### config.mk
export PLATFORM = sky130hd
export DESIGN_NAME = i2c_cond_monitor
export DESIGN_NICKNAME = d
export VERILOG_FILES = /design/src/rtl/i2c_cond_monitor.sv
export SDC_FILE = /design/constraint.sdc
export NUM_CORES = 1
export LEC_CHECK = 0
export BUFFER_PORTS_ARGS = -buffer_cell sky130_fd_sc_hd__buf_2
export CAP_MARGIN = 20
export CORE_AREA = 2 2 39 41
export CTS_BUF_LIST = sky130_fd_sc_hd__clkbuf_8 sky130_fd_sc_hd__clkbuf_16
export DETAILED_ROUTE_END_ITERATION = 12
export DIE_AREA = 0 0 41 43
export PLACE_DENSITY = 0.51
export SLEW_MARGIN = 5
export SYNTH_ARGS = -nofsm -noshare
export SYNTH_HDL_FRONTEND = slang
export SYNTH_SLANG_ARGS = --single-unit
export TNS_END_PERCENT = 50
### constraint.sdc
create_clock -name clk -period 1.1 [get_ports clk]
set_input_delay 0.11 -clock clk [delete_from_list [all_inputs] [get_ports clk]]
set_output_delay 0.11 -clock clk [all_outputs]
set_load 0.02 [all_outputs]
### src/rtl/i2c_cond_monitor.sv
module i2c_cond_monitor #(
  parameter int SYNC_STAGES = 2
) (
  input  logic clk,
  input  logic rst_n,
  input  logic mon_en,
  input  logic sda_in,
  input  logic scl_in,
  input  logic byte_done,
  input  logic irq_clr,
  input  logic irq_en,
  output logic start_seen,
  output logic stop_seen,
  output logic bus_free,
  output logic irq_pend,
  output logic irq_out
);

  localparam int LAST = SYNC_STAGES - 1;

  logic [LAST:0] sda_sync, scl_sync;
  logic sda_d, scl_d;
  logic sda_s, scl_s;
  logic start_det, stop_det, set_irq;

  // Idle bus reads high, so synchroniser flops reset to 1.
  always_ff @(posedge clk or negedge rst_n) begin
    if (!rst_n) begin
      sda_sync <= '1;
      scl_sync <= '1;
      sda_d    <= 1'b1;
      scl_d    <= 1'b1;
    end else begin
      sda_sync <= {sda_sync[LAST-1:0], sda_in};
      scl_sync <= {scl_sync[LAST-1:0], scl_in};
      sda_d    <= sda_s;
      scl_d    <= scl_s;
    end
  end

  assign sda_s = sda_sync[LAST];
  assign scl_s = scl_sync[LAST];

  assign start_det = scl_s && scl_d && sda_d && !sda_s;
  assign stop_det  = scl_s && scl_d && !sda_d && sda_s;
  assign set_irq   = mon_en && (start_det || stop_det || byte_done);

  always_ff @(posedge clk or negedge rst_n) begin
    if (!rst_n) begin
      start_seen <= 1'b0;
      stop_seen  <= 1'b0;
    end else if (!mon_en) begin
      start_seen <= 1'b0;
      stop_seen  <= 1'b0;
    end else if (start_det) begin
      start_seen <= 1'b1;
      stop_seen  <= 1'b0;
    end else if (stop_det) begin
      start_seen <= 1'b0;
      stop_seen  <= 1'b1;
    end
  end

  always_ff @(posedge clk or negedge rst_n) begin
    if (!rst_n)        irq_pend <= 1'b0;
    else if (set_irq)  irq_pend <= 1'b1;
    else if (irq_clr)  irq_pend <= 1'b0;
  end

  assign bus_free = stop_seen || !start_seen;
  assign irq_out  = irq_pend && irq_en;

  assert_start_sets_R2: assert property (@(posedge clk) disable iff (!rst_n)
    (mon_en && start_det) |=> (start_seen && !stop_seen));

  assert_stop_sets_R3: assert property (@(posedge clk) disable iff (!rst_n)
    (mon_en && stop_det) |=> (stop_seen && !start_seen));

  assert_flags_exclusive_R3: assert property (@(posedge clk) disable iff (!rst_n)
    !(start_seen && stop_seen));

  assert_scl_low_ignored_R5: assert property (@(posedge clk) disable iff (!rst_n)
    (mon_en && !scl_s) |=> ($stable(start_seen) && $stable(stop_seen)));

  assert_pend_sticky_R6: assert property (@(posedge clk) disable iff (!rst_n)
    (irq_pend && !irq_clr) |=> irq_pend);

  assert_byte_sets_R6: assert property (@(posedge clk) disable iff (!rst_n)
    (mon_en && byte_done) |=> irq_pend);

  assert_clear_works_R7: assert property (@(posedge clk) disable iff (!rst_n)
    (irq_clr && !set_irq) |=> !irq_pend);

  assert_disable_clears_R9: assert property (@(posedge clk) disable iff (!rst_n)
    !mon_en |=> (!start_seen && !stop_seen));

  assert_disable_no_irq_R9: assert property (@(posedge clk) disable iff (!rst_n)
    (!mon_en && !irq_pend) |=> !irq_pend);

endmodule

==> impl_metrics.tcl <==
set metrics [dict create \
    critPathKind "flop to primary output" \
    postSynthRegisterBits 9 \
    routabilityCongestion 0.641 \
    fin_setup_tns_ns 0 \
    antennaDiodeCount 0 \
    pwr_density_cell_nw_per_um2 1640 \
    grt_max_degree 10 \
    worst_case_setup_slack_after_placement_ns 0.111 \
    cts_repair_resize_count 0 \
    start_kind "flop" \
    synth_edf_count 0 \
    grtUsageTotal 0.0885 \
    timing.final.max_slew_violations 0 \
    max-slew-margin-rel 0.847 \
    layout_common_cells "12 x buf_2, 6 x dfstp_2" \
    max-cap-violations 0 \
    post_route_minimum_period_ns 1.03 \
    vias_per_cell 4.48 \
    rrSetupSlack_ns 0.11 \
    power.static_leakage_nw 0.228 \
    worstPathRequired_ns 0.99 \
    timing.hold.ws_ns 0.137 \
    drc 0 \
    clock-root-buffer "clkbuf_8" \
    placement_rows 14 \
    layout.cells.most_common "buf_2" \
    clock_edge_transition_at_the_registers_on_the_reported_setup_and_hold_paths_ns 0.04 \
    netlist-cell-type-count 16 \
    layout_worst_path_cycle_share 0.938 \
    synth_area_sq_um 354 \
    critical_path_peak_fanout 5 \
    postSynthCellCount 26 \
    skew_ns 0.00195 \
    grt_pass1_wl_um 986 \
    ant_nets 0 \
    clock_tree_from_tritoncts "yes" \
    ff_to_ff_start "scl_sync[1]" \
    cts_sinks 9 \
    design.die.area_sq_um 1760 \
    global_route.overflow_total 0 \
    worst_reg2reg_path_endpoint "start_seen" \
    dominant_cells_by_area_after_synthesis "dfstp_2 45%, dfrtp_1 21%, a41oi_2 4.6%" \
    finish.net_count 54 \
    first_global_vias 285 \
    per_instance_average_area_after_synthesis_sq_um 13.6 \
    vdd_ir_drop_max_uv 656 \
    finalHoldViolations 0 \
    setup_viol 0 \
    setup_repair_after_global_routing_missed_its_margin "no" \
    worst_slew_pin_slew_ns 0.228 \
    dieHeight_um 43 \
    run_status "complete, no violations" \
    detailedRoute.firstPassIterationCount 2 \
    die_width_um 41 \
    number_of_buffers_inserted_during_clock_tree_synthesis 3 \
    async_reset_ff_frac 1.00 \
    dr_total_vias 273 \
    synth_sequential_area_ratio 0.657 \
    drt_wl_total_um 649 \
    critical_path.startpoint "stop_seen" \
    clk_latency_ns 0.23 \
    max_freq_ghz 0.969 \
    cp-endpoint "bus_free" \
    initial_utilization 0.256 \
    synth_top_cell_area_share 0.445 \
    antenna_violations_before_repair 0 \
    ys_dominant_reg_cell "dfstp_2" \
    cp.arrival_ns 0.92 \
    r2r.worst_path.cells 2 \
    critical_path.endpoint_type "primary output" \
    area.growth.synth_to_final_pct 43.8 \
    quantity_of_i_o_buffers_inserted_on_ports 12 \
    initialDrtViolationCount 2 \
    worstHoldPathType "input port to flop" \
    synthesis.nets 34 \
    final_layout_size_suffix_gt1_frac 0.489 \
    ios 13 \
    post-route-worst-setup-slack_ns 0.0684 \
    h-tree-depth 1 \
    yosysWarningCount 0 \
    clock_tree_buf_depth 2 \
    coreArea_sq_um 1380 \
    post-synth-top-area-cell "dfstp_2" \
    wl_per_cell_um 10.6 \
]
==> synthesized netlist by cell type (all sizes together), types with 2 or more instances <==
cell type	count
dfrtp	3
nand2	3
dfstp	6
nand2b	2
==> per-layer routing <==
metal | up-vias | part of all wire | GRT usage
met5 | - | 0 | 0
met4 | 0 | 0 | 0.0600
met3 | 0 | 0.077 | 0.0471
met2 | 10 | 0.53 | 0.141
met1 | 133 | 0.39 | 0.0805
li1 | 130 | - | -
==> worst min-delay path by stage <==
| stage | start | to | slack, ns | depth (start not counted) |
|---|---|---|---|---|
| after floorplan | rst_n | irq_pend | -0.19 | 0 |
| after global placement | rst_n | irq_pend | -0.04 | 1 |
| after detailed placement | rst_n | irq_pend | -0.03 | 1 |
| after CTS | byte_done | irq_pend | 0.14 | 3 |
| after global routing | byte_done | irq_pend | 0.16 | 3 |
| final | byte_done | irq_pend | 0.14 | 3 |
==> worst max-delay path, stage by stage, from the launching register on <==
cell and delay [ns]:
dfrtp_1 0.40, nand2b_1 0.14, buf_2 0.15
==> through the flow <==
| step | instances | power [W] | cell area (sq um) | util |
|---|---|---|---|---|
| global placement | 54 | 0.000474 | 434 | 0.314 |
| CTS | 61 | 0.000861 | 509 | 0.368 |
| floorplan | 26 | 0.000435 | 354 | - |
| detailed placement | 54 | 0.000479 | 434 | 0.314 |
| global route | 61 | 0.000878 | 509 | 0.368 |
| finish | 61 | 0.000837 | 509 | 0.368 |
==> power breakdown <==
part	total (W)	internal, W	switching (W)	leakage, nW
clock	0.000356	0.000242	0.000115	0.0269
sequential	0.000384	0.000363	0.0000201	0.102
combinational	0.0000971	0.0000479	0.0000492	0.0994
==> layout make-up <==
cell class	instances	area [sq um]
clock inverter	1	3.75
inverter	1	3.75
tap	16	20.0
fill	151	875
clock buffer	3	41.3
multi-input combinational	16	118
sequential	9	233
timing repair buffer	15	90.1
==> sequential cells by signal (all words and copies together), names as in the netlist <==
signal / count
sda_d: 1
irq_pend: 1
scl_sync: 2
sda_sync: 2
stop_seen: 1
scl_d: 1
start_seen: 1
==> cell families after synthesis <==
logic type,after synthesis,share of synthesized area
AOI/OAI and AO/OA,5,0.138
xor gates and xnor gates,1,0.0247
and+or+nand+nor,10,0.170
DFF,9,0.657
buffers and inverters,1,0.0106
==> repair_timing <==
item / CTS / global route
buffers inserted: 0 / 0
hold buffers: 3 / 0
setup endpoints to repair: 0 / 0
hold endpoints to repair: 11 / 0
No activity file was read; power rests on OpenSTA's default activity.
